[config.mk]
export PLATFORM = sky130hd
export DESIGN_NAME = tick_counter_pair
export DESIGN_NICKNAME = d
export VERILOG_FILES = /design/src/rtl/tcp_pkg.sv /design/src/rtl/tcp_ctrl.sv /design/src/rtl/tcp_datapath.sv /design/src/rtl/tick_counter_pair.sv
export SDC_FILE = /design/constraint.sdc
export NUM_CORES = 1
export LEC_CHECK = 0
export BUFFER_PORTS_ARGS = -buffer_cell sky130_fd_sc_hd__buf_2
export CAP_MARGIN = 25
export CORE_MARGIN = 10
export CORE_UTILIZATION = 30
export DETAILED_ROUTE_END_ITERATION = 7
export MAX_ROUTING_LAYER = met4
export RECOVER_POWER = 100
export SLEW_MARGIN = 15
export SYNTH_ARGS = -nofsm -noshare
export SYNTH_HDL_FRONTEND = slang
export SYNTH_SLANG_ARGS = --single-unit
[constraint.sdc]
create_clock -name clk -period 2.7 [get_ports clk]
set_clock_uncertainty 0.2 [all_clocks]
set_input_delay 0.27 -clock clk [delete_from_list [all_inputs] [get_ports clk]]
set_output_delay 0.27 -clock clk [all_outputs]
set_load 0.005 [all_outputs]
[src/rtl/tcp_pkg.sv]
package tcp_pkg;

  typedef enum logic [1:0] {
    MODE_PRE    = 2'd0,
    MODE_FULL   = 2'd1,
    MODE_RELOAD = 2'd2,
    MODE_SPLIT  = 2'd3
  } tcMode_e;

  // strobes from control to datapath, valid for one clock
  typedef struct packed {
    logic step0;    // counter 0 (or its low half in split mode) advances
    logic step0Hi;  // split high half advances
    logic step1;    // counter 1 advances
    logic ld0Lo;
    logic ld0Hi;
    logic ld1Lo;
    logic ld1Hi;
    logic clr0;
    logic clr1;
  } tcStrobe_t;

  localparam logic [2:0] A_CFG  = 3'd0;
  localparam logic [2:0] A_CTL  = 3'd1;
  localparam logic [2:0] A_C0LO = 3'd2;
  localparam logic [2:0] A_C0HI = 3'd3;
  localparam logic [2:0] A_C1LO = 3'd4;
  localparam logic [2:0] A_C1HI = 3'd5;

endpackage

[src/rtl/tcp_ctrl.sv]
module tcp_ctrl
  import tcp_pkg::*;
#(
  parameter int TICK_DIV = 12,
  parameter int DATA_W   = 8
) (
  input  logic              clk,
  input  logic              rstN,
  input  logic              wrEn,
  input  logic [2:0]        wrAddr,
  input  logic [DATA_W-1:0] wrData,
  input  logic [1:0]        countPin,
  input  logic [1:0]        gatePin,
  output tcStrobe_t         strobe,
  output tcMode_e           mode0,
  output tcMode_e           mode1
);
  localparam int DW = (TICK_DIV > 1) ? $clog2(TICK_DIV) : 1;
  localparam logic [DW-1:0] DIV_LAST = DW'(TICK_DIV - 1);
  localparam logic [DW-1:0] DIV_ONE  = DW'(1);

  logic [DATA_W-1:0] cfgReg;
  logic [1:0]        run;
  logic [DW-1:0]     divCnt;
  logic              tick;
  logic [1:0]        pinLast;
  logic [1:0]        extSel, gateEn, go;

  // machine tick divider
  assign tick = (divCnt == DIV_LAST);

  always_ff @(posedge clk or negedge rstN) begin
    if (!rstN) divCnt <= '0;
    else if (tick) divCnt <= '0;
    else divCnt <= divCnt + DIV_ONE;
  end

  // configuration and run registers
  always_ff @(posedge clk or negedge rstN) begin
    if (!rstN) begin
      cfgReg <= '0;
      run    <= '0;
    end else if (wrEn) begin
      if (wrAddr == A_CFG) cfgReg <= wrData;
      if (wrAddr == A_CTL) run    <= wrData[1:0];
    end
  end

  // count pin sample, one per tick
  always_ff @(posedge clk or negedge rstN) begin
    if (!rstN) pinLast <= '0;
    else if (tick) pinLast <= countPin;
  end

  assign mode0  = tcMode_e'(cfgReg[1:0]);
  assign mode1  = tcMode_e'(cfgReg[5:4]);
  assign extSel = {cfgReg[6], cfgReg[2]};
  assign gateEn = {cfgReg[7], cfgReg[3]};

  for (genvar i = 0; i < 2; i++) begin : g_src
    logic srcEvt, enabled;
    assign srcEvt  = extSel[i] ? (pinLast[i] & ~countPin[i]) : 1'b1;
    assign enabled = run[i] & (~gateEn[i] | gatePin[i]);
    assign go[i]   = tick & srcEvt & enabled;
  end

  always_comb begin
    strobe         = '0;
    strobe.step0   = go[0];
    strobe.step1   = go[1] & (mode1 != MODE_SPLIT);
    strobe.step0Hi = tick & run[1] & (mode0 == MODE_SPLIT);
    strobe.ld0Lo   = wrEn & (wrAddr == A_C0LO);
    strobe.ld0Hi   = wrEn & (wrAddr == A_C0HI);
    strobe.ld1Lo   = wrEn & (wrAddr == A_C1LO);
    strobe.ld1Hi   = wrEn & (wrAddr == A_C1HI);
    strobe.clr0    = wrEn & (wrAddr == A_CTL) & wrData[2];
    strobe.clr1    = wrEn & (wrAddr == A_CTL) & wrData[3];
  end

  // ticks are never on adjacent clocks
  p_tick_gap_r3: assert property (@(posedge clk) disable iff (!rstN)
    tick |=> !tick);

  // control write loads the run bits
  p_run_load_r2: assert property (@(posedge clk) disable iff (!rstN)
    (wrEn && wrAddr == A_CTL) |=> (run == $past(wrData[1:0])));

endmodule

[src/rtl/tcp_datapath.sv]
module tcp_datapath
  import tcp_pkg::*;
#(
  parameter int CNT_W = 16,
  parameter int PRE_W = 5
) (
  input  logic               clk,
  input  logic               rstN,
  input  tcStrobe_t          strobe,
  input  tcMode_e            mode0,
  input  tcMode_e            mode1,
  input  logic [CNT_W/2-1:0] wrData,
  output logic [CNT_W-1:0]   count0,
  output logic [CNT_W-1:0]   count1,
  output logic               flag0,
  output logic               flag1,
  output logic               baudTick
);
  localparam int HALF = CNT_W / 2;
  localparam logic [HALF-1:0]  ONE_H = HALF'(1);
  localparam logic [CNT_W-1:0] ONE_W = CNT_W'(1);
  localparam logic [PRE_W-1:0] ONE_P = PRE_W'(1);

  // returns {overflow, next value}
  function automatic logic [CNT_W:0] advance(tcMode_e m, logic [CNT_W-1:0] c);
    logic [HALF-1:0] lo, hi;
    logic [CNT_W:0]  r;
    lo = c[HALF-1:0];
    hi = c[CNT_W-1:HALF];
    case (m)
      MODE_PRE:
        if (&lo[PRE_W-1:0]) r = {&hi, hi + ONE_H, lo[HALF-1:PRE_W], {PRE_W{1'b0}}};
        else                r = {1'b0, hi, lo[HALF-1:PRE_W], lo[PRE_W-1:0] + ONE_P};
      MODE_FULL:   r = {&c, c + ONE_W};
      MODE_RELOAD:
        if (&lo) r = {1'b1, hi, hi};
        else     r = {1'b0, hi, lo + ONE_H};
      default:     r = {&lo, hi, lo + ONE_H};
    endcase
    return r;
  endfunction

  logic [CNT_W:0]   res0, res1;
  logic [CNT_W-1:0] next0, next1;
  logic             ovf0, ovf1, hiOvf;

  always_comb begin
    res0  = advance(mode0, count0);
    ovf0  = strobe.step0 & res0[CNT_W];
    next0 = strobe.step0 ? res0[CNT_W-1:0] : count0;
    hiOvf = 1'b0;
    if (mode0 == MODE_SPLIT && strobe.step0Hi) begin
      next0[CNT_W-1:HALF] = count0[CNT_W-1:HALF] + ONE_H;
      hiOvf               = &count0[CNT_W-1:HALF];
    end
    if (strobe.ld0Lo) next0[HALF-1:0]     = wrData;
    if (strobe.ld0Hi) next0[CNT_W-1:HALF] = wrData;

    res1  = advance(mode1, count1);
    ovf1  = strobe.step1 & res1[CNT_W];
    next1 = strobe.step1 ? res1[CNT_W-1:0] : count1;
    if (strobe.ld1Lo) next1[HALF-1:0]     = wrData;
    if (strobe.ld1Hi) next1[CNT_W-1:HALF] = wrData;
  end

  always_ff @(posedge clk or negedge rstN) begin
    if (!rstN) begin
      count0   <= '0;
      count1   <= '0;
      flag0    <= 1'b0;
      flag1    <= 1'b0;
      baudTick <= 1'b0;
    end else begin
      count0   <= next0;
      count1   <= next1;
      flag0    <= (flag0 & ~strobe.clr0) | ovf0;
      flag1    <= (flag1 & ~strobe.clr1) | hiOvf | (ovf1 & (mode0 != MODE_SPLIT));
      baudTick <= ovf1;
    end
  end

  // counter 1 in split mode holds unless written
  p_split_hold_r10: assert property (@(posedge clk) disable iff (!rstN)
    (mode1 == MODE_SPLIT && !strobe.ld1Lo && !strobe.ld1Hi) |=> $stable(count1));

  // flag stays set until cleared
  p_flag_sticky_r13: assert property (@(posedge clk) disable iff (!rstN)
    (flag0 && !strobe.clr0) |=> flag0);

  // low byte reloads from the high byte on wrap
  p_reload_r8: assert property (@(posedge clk) disable iff (!rstN)
    (mode0 == MODE_RELOAD && strobe.step0 && (&count0[HALF-1:0]) &&
     !strobe.ld0Lo && !strobe.ld0Hi)
    |=> (count0[HALF-1:0] == $past(count0[CNT_W-1:HALF])));

  // upper low-byte bits untouched by prescaled counting
  p_pre_bits_r6: assert property (@(posedge clk) disable iff (!rstN)
    (mode0 == MODE_PRE && !strobe.ld0Lo)
    |=> (count0[HALF-1:PRE_W] == $past(count0[HALF-1:PRE_W])));

  // rate pulse lasts one clock
  p_baud_single_r12: assert property (@(posedge clk) disable iff (!rstN)
    baudTick |=> !baudTick);

endmodule

[src/rtl/tick_counter_pair.sv]
module tick_counter_pair
  import tcp_pkg::*;
#(
  parameter int TICK_DIV = 12,
  parameter int CNT_W    = 16,
  parameter int PRE_W    = 5
) (
  input  logic               clk,
  input  logic               rstN,
  input  logic               wrEn,
  input  logic [2:0]         wrAddr,
  input  logic [CNT_W/2-1:0] wrData,
  input  logic [1:0]         countPin,
  input  logic [1:0]         gatePin,
  output logic [CNT_W-1:0]   count0,
  output logic [CNT_W-1:0]   count1,
  output logic               flag0,
  output logic               flag1,
  output logic               baudTick
);
  tcStrobe_t strobe;
  tcMode_e   mode0, mode1;

  tcp_ctrl #(.TICK_DIV(TICK_DIV), .DATA_W(CNT_W/2)) u_ctrl (
    .clk(clk), .rstN(rstN), .wrEn(wrEn), .wrAddr(wrAddr), .wrData(wrData),
    .countPin(countPin), .gatePin(gatePin),
    .strobe(strobe), .mode0(mode0), .mode1(mode1)
  );

  tcp_datapath #(.CNT_W(CNT_W), .PRE_W(PRE_W)) u_dp (
    .clk(clk), .rstN(rstN), .strobe(strobe), .mode0(mode0), .mode1(mode1),
    .wrData(wrData), .count0(count0), .count1(count1),
    .flag0(flag0), .flag1(flag1), .baudTick(baudTick)
  );

endmodule

==> flow_summary.yaml, run 1 <==
outcome:
  outcome: "complete, no violations"
floorplanning:
  fp.coreArea_um2: 11400
  ioPinCount: 53
  initial_utilization_pct: 30.6
  die_area_um2: 16300
  chipWidth_um: 128
  die_h_um: 128
  row_count: 39
sta:
  achievable-frequency_mhz: 396
  timing.slew.headroom_pct: 10.2
  final_period_util_pct: 93.6
  finalSetupViolCount: 0
  hold_viol_final: 0
  grt_setup_unrepaired: "false"
  fin_crit_ns: 2.53
  tightestPinTransition_ns: 1.35
  setup_total_negative_slack_ns: 0
  report.final.slew_viol_count: 0
  final.setup.worst_slack_ns: 0.173
  hold_slack_ns: 0.00864
synth:
  ys_async_sr_fraction_pct: 100
  instance_count_of_the_mapped_netlist: 399
  ys_seq_elements: 51
  sequential_cell_area_fraction_in_the_yosys_report_pct: 36.7
  number_of_enable_type_register_cells_in_the_synthesized_netlist: 0
  synthesis.yosys.warnings: 0
  number_of_distinct_library_cells_after_synthesis: 67
  synth_fp_nets: 425
  netlist_area_um2: 3480
  synth-main-ff-cell: "sky130_fd_sc_hd__dfrtp_1"
  post_synth.cell_area_avg_um2: 8.72
route:
  m1WireLength_mm: 5.53
  detailed_route_drc_error_count: 0
  post_drt_wl_per_cell_um: 19.3
  detailroute.via_count: 3482
  drt_total_wl_mm: 11.7
  wire_length_on_met3_um: 550
  first_pass_iters: 5
  initialDrtViolationCount: 285
  topRoutingLayerUsed: "met4"
  ant_nets: 0
  routed-wl-met2_mm: 5.37
  vias_per_cell: 5.73
global_routing:
  grt_overflow: 0
  grt_pass1_wl_mm: 18.6
  via_count_of_the_first_global_routing_pass: 3313
  number_of_antenna_violations_at_the_first_check_in_global_routing: 0
  global_route.usage.total_pct: 14.5
  maximum_number_of_pins_on_one_net_before_global_route_repair: 52
cts:
  cts_tree: "done"
  root_buffer: "sky130_fd_sc_hd__clkbuf_16"
  cts.repair_timing.setup_buffer_count: 0
  path_clk_slew_ns: 0.07
  clock_latency_ns: 0.30
  cts_buffers: 5
  clock_path_buffers: 2
  cts_htree_levels: 2
  clock_sinks: 51
worst_setup_path:
  critical_path_start_type: "flop"
  worst-endpoint-arrival_ns: 2.53
  cp-end-kind: "flop"
  timing.critical_path.required_ns: 2.70
  timing.setup.critical_path_class: "flop to flop"
  critPathMaxFanout: 8
place:
  post-place-ws_ns: 0.176
  port_buffers: 52
  globalplace.congestion: 0.962
  place.detailed.hpwl_mm: 8.63
flow_run:
  cap_viol_max_count: 0
final_layout:
  fraction_of_final_layout_cells_sized_beyond_drive_strength_1_pct: 14.2
  final_cell_mix: "sky130_fd_sc_hd__dfrtp_1 (51), sky130_fd_sc_hd__nand2_1 (48), sky130_fd_sc_hd__nor2_1 (36), sky130_fd_sc_hd__clkbuf_1 (29), sky130_fd_sc_hd__buf_2 (28)"
  layout_area_growth_over_synthesis_pct: 17.6
  n_antenna_cell: 0
  layout.nets: 490
  final_common_cell: "sky130_fd_sc_hd__dfrtp_1"
pwr:
  switching_share_pct: 37.7
  netSwitchingPower_w: 0.00105
  power_density_of_the_placed_cells_nw_per_um2: 678
  power.sequential.fraction_pct: 43.6
  power.clock.fraction_pct: 26.6
  comb_power_share_pct: 29.8
  p_leak_nw: 1.56
  worst_supply_voltage_drop_on_vdd_mv: 0.272
  cellInternalPower_w: 0.00173
min_path:
  min_path_type: "input port to flop"
[cells in the mapped netlist (7+ instances only)]
| cell | n | area, µm² |
|---|---|---|
| sky130_fd_sc_hd__o21ai_1 | 13 | 65.1 |
| sky130_fd_sc_hd__dfrtp_1 | 51 | 1280 |
| sky130_fd_sc_hd__a21oi_1 | 22 | 110 |
| sky130_fd_sc_hd__nor2_1 | 36 | 135 |
| sky130_fd_sc_hd__mux2_2 | 11 | 124 |
| sky130_fd_sc_hd__nor3b_1 | 7 | 52.6 |
| sky130_fd_sc_hd__nand2_1 | 48 | 180 |
| sky130_fd_sc_hd__nand3_1 | 17 | 85.1 |
| sky130_fd_sc_hd__nand4_1 | 7 | 43.8 |
| sky130_fd_sc_hd__clkbuf_1 | 11 | 41.3 |
| sky130_fd_sc_hd__a31oi_1 | 10 | 62.6 |
| sky130_fd_sc_hd__nor2b_1 | 7 | 43.8 |
| sky130_fd_sc_hd__nor3_1 | 8 | 40.0 |
| sky130_fd_sc_hd__nand2b_1 | 10 | 62.6 |
| sky130_fd_sc_hd__ha_1 | 8 | 100 |
| sky130_fd_sc_hd__o21ai_0 | 14 | 70.1 |
[layer usage]
metal	up-vias	global-route usage, %
met4	0	5.43
met2	97	21.8
met3	15	2.36
li1	1654	-
met1	1716	19.2
met5	-	-
[final timing paths]
check,from,to,slack (ns),depth (start not counted)
min reg2reg,u_ctrl.divCnt[0]$_DFF_PN0_,u_ctrl.divCnt[0]$_DFF_PN0_,0.26,1
max reg2reg,u_dp.count0[1]$_DFFE_PN0P_,u_dp.count0[5]$_DFFE_PN0P_,0.17,6
max,u_dp.count0[1]$_DFFE_PN0P_,u_dp.count0[5]$_DFFE_PN0P_,0.17,6
min,countPin[1],u_ctrl.pinLast[1]$_DFFE_PN0N_,0.009,2
max in group asynchronous,rstN,u_dp.count0[3]$_DFFE_PN0P_,0.80,3
min in group asynchronous,rstN,u_dp.count1[14]$_DFFE_PN0P_,0.68,3
[stage by stage]
step | util, % | instances | total power (W) | area [µm²]
6_report | 36.0 | 608 | 0.00277 | 4090
5_1_grt | 36.0 | 608 | 0.00296 | 4090
4_1_cts | 36.8 | 608 | 0.00283 | 4180
3_5_place_dp | 35.2 | 599 | 0.00208 | 4000
3_3_place_gp | 35.2 | 599 | 0.00208 | 4000
2_1_floorplan | - | 399 | 0.00166 | 3480
[state kept, by name, summed over array words and instances (netlist names)]
| signal | count |
|---|---|
| u_ctrl.cfgReg | 8 |
| u_ctrl.divCnt | 4 |
| u_ctrl.pinLast | 2 |
| u_ctrl.run | 2 |
| u_dp.baudTick | 1 |
| u_dp.count0 | 16 |
| u_dp.count1 | 16 |
| u_dp.flag0 | 1 |
| u_dp.flag1 | 1 |
[cell families (layout without fill, tap and decap cells)]
| logic type | after synthesis | after routing | synth area share, % |
|---|---|---|---|
| simple gates | 173 | 173 | 26.6 |
| compound gates | 127 | 127 | 25.5 |
| flops | 51 | 51 | 36.7 |
| buf+inv | 18 | 84 | 1.94 |
| mux | 13 | 13 | 4.17 |
| xor+xnor | 9 | 9 | 2.26 |
| fa+ha+maj | 8 | 8 | 2.88 |
[cell type report]
cell class	instances	area [µm²]
Fill cell	1184	7280
Multi-Input combinational cell	330	2110
Sequential cell	51	1280
Timing Repair Buffer	69	333
Tap cell	143	179
Clock buffer	5	125
Clock inverter	3	43.8
Inverter	7	26.3
[critical path, stage by stage, from the launching register on]
cell                      delay (ns)
sky130_fd_sc_hd__dfrtp_1        0.49
sky130_fd_sc_hd__ha_2           0.30
sky130_fd_sc_hd__nand3_1        0.20
sky130_fd_sc_hd__or2_0          0.36
sky130_fd_sc_hd__or4_1          0.47
sky130_fd_sc_hd__and3_1         0.21
sky130_fd_sc_hd__o31ai_1        0.21
[timing repair]
action | in CTS | in global routing
gates resized for setup | 0 | 2
setup endpoints to repair | 0 | 1
endpoints found under the hold margin | 51 | 0
hold buffers | 1 | 0
[power by group through the flow]
stage          Combinational, W  Sequential (W)  Clock [W]
6_report               0.000828         0.00121   0.000738
5_1_grt                0.000934         0.00124   0.000789
4_1_cts                0.000873         0.00120   0.000756
3_5_place_dp           0.000864         0.00122          0
3_3_place_gp           0.000864         0.00121          0
2_1_floorplan          0.000522         0.00114          0
Note: power is estimated with default switching activity, not from simulation.
==> inputs of run 2 (changes only) <==
==> constraint.sdc (replaced) <==
create_clock -name clk -period 2.85 [get_ports clk]
set_clock_uncertainty 0.2 [all_clocks]
set_input_delay 0.285 -clock clk [delete_from_list [all_inputs] [get_ports clk]]
set_output_delay 0.285 -clock clk [all_outputs]
set_load 0.005 [all_outputs]
==> flow_summary.yaml, run 2 (synthesis gave the netlist of run 1 again) <==
outcome:
  outcome: "finished, violations left"
  violated_checks: "max-capacitance violations, max-slew violations"
sta:
  grt_setup_unrepaired: "false"
  report.final.slew_viol_count: 29
  tightestPinTransition_ns: 1.67
  finalSetupViolCount: 0
  achievable-frequency_mhz: 382
  timing.slew.headroom_pct: -11.2
  hold_viol_final: 0
  setup_total_negative_slack_ns: 0
  fin_crit_ns: 2.62
  final_period_util_pct: 91.9
worst_setup_path:
  timing.critical_path.slowest_stage_cell: "sky130_fd_sc_hd__dfrtp_1"
  critPathTopFamily: "compound AO/OA/AOI/OAI gates"
  critical_path_start_type: "flop"
  cp-end-kind: "flop"
  path_buf_inv: 0
  path_common_cell: "sky130_fd_sc_hd__ha_1"
  timing.critical_path.required_ns: 2.87
  crit_path_cell_trace: "ha_1, and3_1, ha_1, nor3b_1, o21bai_1, o211ai_1, a22oi_1, a2bb2oi_1"
  timing.setup.critical_path_class: "flop to flop"
  cp_slowest_stage_delay_ns: 0.51
  critPathMaxFanout: 9
  worst-endpoint-arrival_ns: 2.64
floorplanning:
  chipWidth_um: 128
  die_h_um: 128
  ioPinCount: 53
  initial_utilization_pct: 30.6
  row_count: 39
  die_area_um2: 16300
  fp.coreArea_um2: 11400
global_routing:
  grt_use_met1_pct: 19.3
  grt_pass1_wl_mm: 18.5
  grt_overflow: 0
  maximum_number_of_pins_on_one_net_before_global_route_repair: 29
  grt.met3_usage_pct: 1.70
  global_route.usage.total_pct: 14.4
  via_count_of_the_first_global_routing_pass: 3352
  globalRoute.busiestLayer: "met2"
  number_of_antenna_violations_at_the_first_check_in_global_routing: 0
  use_met2_pct: 21.9
pwr:
  p_leak_nw: 1.54
  worst_supply_voltage_drop_on_vdd_mv: 0.303
  power_density_of_the_placed_cells_nw_per_um2: 662
  post-layout-total-power_w: 0.00271
place:
  globalplace.congestion: 0.950
  port_buffers: 52
  place.detailed.hpwl_mm: 8.64
route:
  ant_nets: 0
  first_pass_iters: 5
  drt_total_wl_mm: 11.6
  detailroute.via_count: 3502
  post_drt_wl_per_cell_um: 19.1
  vias_per_cell: 5.80
  detailed_route_drc_error_count: 0
  initialDrtViolationCount: 291
final_layout:
  final_common_cell: "sky130_fd_sc_hd__dfrtp_1"
  final_util_pct: 36.0
  num-fill-cells: 1195
  seq_area_um2: 1280
  n_antenna_cell: 0
  final_cell_mix: "sky130_fd_sc_hd__dfrtp_1 (51), sky130_fd_sc_hd__nand2_1 (48), sky130_fd_sc_hd__nor2_1 (36), sky130_fd_sc_hd__clkbuf_1 (33), sky130_fd_sc_hd__o21ai_0 (23)"
  fraction_of_final_layout_cells_sized_beyond_drive_strength_1_pct: 12.4
  multiInputGateArea_um2: 2110
  layout_area_growth_over_synthesis_pct: 17.5
  reg.largest.list: "u_dp.count0 x16, u_dp.count1 x16, u_ctrl.cfgReg x8"
  layout.nets: 486
cts:
  root_buffer: "sky130_fd_sc_hd__clkbuf_16"
  cts_buffers: 5
  clock_sinks: 51
  path_clk_slew_ns: 0.07
  cts_tree: "done"
  clock_path_buffers: 2
  cts_htree_levels: 2
  clock_latency_ns: 0.30
min_path:
  min_path_type: "input port to flop"
flow_run:
  cap_viol_max_count: 1
==> run 2: final timing paths <==
path                       depth (start not counted)                            end  slack, ns                  startpoint
setup / recovery                                   8    u_dp.count0[11]$_DFFE_PN0P_       0.23  u_dp.count0[0]$_DFFE_PN0P_
hold / removal                                     2  u_ctrl.pinLast[1]$_DFFE_PN0N_       0.02                 countPin[1]
setup reg to reg                                   8    u_dp.count0[11]$_DFFE_PN0P_       0.23  u_dp.count0[0]$_DFFE_PN0P_
hold reg to reg                                    1     u_ctrl.divCnt[0]$_DFF_PN0_       0.26  u_ctrl.divCnt[0]$_DFF_PN0_
max in group asynchronous                          3     u_dp.count0[9]$_DFFE_PN0P_       0.58                        rstN
min in group asynchronous                          2    u_dp.count1[12]$_DFFE_PN0P_       0.75                        rstN
==> run 2: timing repair <==
item / in CTS / in global routing
endpoints found under the hold margin: 26 / 0
buffers inserted: 0 / 0
hold buffers: 1 / 0
endpoints found under the setup margin: 0 / 1
resized for setup: 0 / 1
==> run 2: power breakdown <==
part / internal (W) / switching, W / total [W]
combinational: 0.000339 / 0.000419 / 0.000758
sequential: 0.000872 / 0.000281 / 0.00115
clock: 0.000504 / 0.000291 / 0.000795
==> run 2: stage by stage <==
stage	setup slack [ns]	area (µm²)	instances	hold WS [ns]
2_1_floorplan	0.426	3480	399	-0.211
3_3_place_gp	0.342	3970	595	0.160
3_5_place_dp	0.305	3970	595	0.180
4_1_cts	0.276	4180	604	0.0227
5_1_grt	0.0344	4090	604	0.0397
6_report	0.230	4090	604	0.0240
==> run 2: worst register-to-register path, delay by kind of cell, from the launching register on <==
kind            cells  cell delay [ns]
simple gates        2             0.53
compound gates      4             0.81
flops               1             0.51
fa+ha+maj           2             0.48
==> run 2: layout make-up <==
class	count	share of cell area (%)
timing repair buffer	65	7.46
clock inverter	3	1.65
tap	143	4.37
multi-input combinational	330	51.6
clock buffer	5	3.06
sequential	51	31.2
inverter	7	0.642
==> run 2: routing by layer <==
metal | routed length, µm | up-vias
met3 | 812 | 16
met1 | 5230 | 1701
li1 | - | 1640
met5 | 0 | -
met4 | 195 | 0
met2 | 5330 | 145
==> inputs of run 3 (changes only) <==
--- a/config.mk
+++ b/config.mk
@@ -7,10 +7,13 @@
 export LEC_CHECK = 0
 export BUFFER_PORTS_ARGS = -buffer_cell sky130_fd_sc_hd__buf_2
 export CAP_MARGIN = 25
+export CELL_PAD_IN_SITES_DETAIL_PLACEMENT = 0
+export CELL_PAD_IN_SITES_GLOBAL_PLACEMENT = 1
 export CORE_MARGIN = 10
 export CORE_UTILIZATION = 30
 export DETAILED_ROUTE_END_ITERATION = 7
 export MAX_ROUTING_LAYER = met4
+export PLACE_DENSITY_LB_ADDON = 0.1
 export RECOVER_POWER = 100
 export SLEW_MARGIN = 15
 export SYNTH_ARGS = -nofsm -noshare
==> flow_summary.yaml, run 3 (synthesis gave the netlist of run 1 again) <==
route:
  initialDrtViolationCount: 292
  drt_total_wl_mm: 12.7
  ant_nets: 0
  vias_per_cell: 5.62
  first_pass_iters: 4
  post_drt_wl_per_cell_um: 21.0
  detailed_route_drc_error_count: 0
  detailroute.via_count: 3407
place:
  post-place-ws_ns: 0.0809
  place.detailed.hpwl_mm: 9.36
  globalplace.congestion: 0.918
  place.detailed.instances: 597
  port_buffers: 52
final_layout:
  final_cell_mix: "sky130_fd_sc_hd__dfrtp_1 (51), sky130_fd_sc_hd__nand2_1 (48), sky130_fd_sc_hd__nor2_1 (36), sky130_fd_sc_hd__buf_2 (34)"
  layout_area_growth_over_synthesis_pct: 18.3
  layout.nets: 488
  n_antenna_cell: 0
  final_common_cell: "sky130_fd_sc_hd__dfrtp_1"
  instances_no_fill: 606
  fraction_of_final_layout_cells_sized_beyond_drive_strength_1_pct: 15.8
  num-fill-cells: 1242
  reg.largest.list: "u_dp.count0 x16, u_dp.count1 x16, u_ctrl.cfgReg x8"
worst_setup_path:
  r2r-start: "u_dp.count0[0]$_DFFE_PN0P_"
  critical_path_start_type: "flop"
  path_common_cell: "sky130_fd_sc_hd__ha_1"
  timing.setup.critical_path_class: "flop to flop"
  timing.critical_path.slowest_stage_cell: "sky130_fd_sc_hd__a21oi_1"
  timing.critical_path.required_ns: 2.83
  crit_path_cell_trace: "ha_1, and3_1, ha_1, nor2b_1, a21oi_1, nand2_1, mux2_2"
  cp-end-kind: "flop"
  r2r_setup_slk_ns: 0.07
  cp_slowest_stage_delay_ns: 0.64
  path_buf_inv: 0
  worst-endpoint-arrival_ns: 2.76
  critPathMaxFanout: 9
  r2r.worst_path.cells: 7
  critPathTopFamily: "compound AO/OA/AOI/OAI gates"
  rr_endpoint: "u_dp.count0[9]$_DFFE_PN0P_"
floorplanning:
  ioPinCount: 53
  chipWidth_um: 128
  fp.coreArea_um2: 11400
  initial_utilization_pct: 30.6
  die_h_um: 128
  die_area_um2: 16300
  row_count: 39
sta:
  finalSetupViolCount: 0
  achievable-frequency_mhz: 360
  grt_setup_unrepaired: "true"
  timing.slew.headroom_pct: -28.6
  report.final.slew_viol_count: 32
  hold_slack_ns: 0.0320
  final.setup.worst_slack_ns: 0.0738
  tightestPinTransition_ns: 1.93
  fin_crit_ns: 2.78
  hold_viol_final: 0
  final_period_util_pct: 97.4
outcome:
  outcome: "finished, violations left"
  violated_checks: "max-capacitance violations, max-slew violations"
global_routing:
  grt_overflow: 0
  number_of_antenna_violations_at_the_first_check_in_global_routing: 0
  maximum_number_of_pins_on_one_net_before_global_route_repair: 32
  global_route.usage.total_pct: 15.9
  via_count_of_the_first_global_routing_pass: 3400
  grt_pass1_wl_mm: 20.1
min_path:
  min_path_type: "input port to flop"
  worst_hold_path.endpoint: "u_ctrl.pinLast[1]$_DFFE_PN0N_"
  min_from: "countPin[1]"
  holdPathStages: 2
pwr:
  worst_supply_voltage_drop_on_vdd_mv: 0.344
  switching_share_pct: 37.6
  post-layout-total-power_w: 0.00267
  cellInternalPower_w: 0.00166
  power_density_of_the_placed_cells_nw_per_um2: 648
  power.sequential.fraction_pct: 43.1
  power.clock.fraction_pct: 27.2
  p_leak_nw: 1.59
  netSwitchingPower_w: 0.00100
  comb_power_share_pct: 29.7
cts:
  cts_buffers: 5
  clock_path_buffers: 2
  path_clk_slew_ns: 0.08
  clock_latency_ns: 0.29
  root_buffer: "sky130_fd_sc_hd__clkbuf_16"
  cts_htree_levels: 2
  cts.repair_timing.setup_buffer_count: 0
  cts_tree: "done"
  clock_sinks: 51
flow_run:
  cap_viol_max_count: 1
## run 3: cell types whose count changed in the layout (fill, tap and decap cells not counted), sizes merged
| cell | previous run | this run |
|---|---|---|
| bufinv | 2 | 1 |
| buf | 29 | 42 |
| clkbuf | 40 | 30 |
| clkinv | 1 | 2 |
| clkinvlp | 1 | 0 |
## run 3: layout make-up
class                      instances  area (µm²)  share of cell area (%)
clock inverter                     2        35.0                   0.851
timing repair buffer              67         332                    8.05
multi-input combinational        330        2130                    51.7
sequential                        51        1280                    31.0
inverter                           7        26.3                   0.638
clock buffer                       6         139                    3.37
tap                              143         179                    4.35
## run 3: worst max-delay path by stage
stage                     slack (ns)  cells past startpoint                           to                  startpoint
after floorplan                 0.43                      9  u_dp.count1[15]$_DFFE_PN0P_  u_dp.count1[0]$_DFFE_PN0P_
after detailed placement        0.08                      9  u_dp.count1[15]$_DFFE_PN0P_  u_dp.count1[1]$_DFFE_PN0P_
final                           0.07                      7   u_dp.count0[9]$_DFFE_PN0P_  u_dp.count0[0]$_DFFE_PN0P_
after global placement          0.22                      9  u_dp.count1[15]$_DFFE_PN0P_  u_dp.count1[1]$_DFFE_PN0P_
after CTS                       0.05                      9  u_dp.count1[15]$_DFFE_PN0P_  u_dp.count1[1]$_DFFE_PN0P_
after global routing          -0.009                      9  u_dp.count1[12]$_DFFE_PN0P_  u_dp.count1[1]$_DFFE_PN0P_
## run 3: repair_timing
action / in CTS / in global routing
endpoints found under the setup margin: 0 / 5
hold endpoints to repair: 29 / 0
resized for setup: 0 / 2
hold buffers: 1 / 0
## run 3: power groups by stage
| stage | clock [W] | combinational [W] | sequential, W |
|---|---|---|---|
| CTS | 0.000745 | 0.000841 | 0.00115 |
| global placement | 0 | 0.000841 | 0.00117 |
| detailed placement | 0 | 0.000835 | 0.00116 |
| global route | 0.000777 | 0.000902 | 0.00119 |
| floorplan | 0 | 0.000495 | 0.00108 |
| finish | 0.000725 | 0.000793 | 0.00115 |
## run 3: stage by stage
stage / area [µm²] / setup TNS [ns] / utilization, %
2_1_floorplan: 3480 / 0 / -
3_3_place_gp: 3990 / 0 / 35.1
3_5_place_dp: 3990 / 0 / 35.1
4_1_cts: 4170 / 0 / 36.7
5_1_grt: 4120 / -0.00904 / 36.2
6_report: 4120 / 0 / 36.2
## run 3: per-layer routing
metal	vias to the layer above	GRT usage, %	part of all wire, %
li1	1646	-	-
met1	1668	23.3	50
met2	81	22.2	43
met3	12	2.48	6.0
met4	0	3.44	1.1
met5	-	-	0
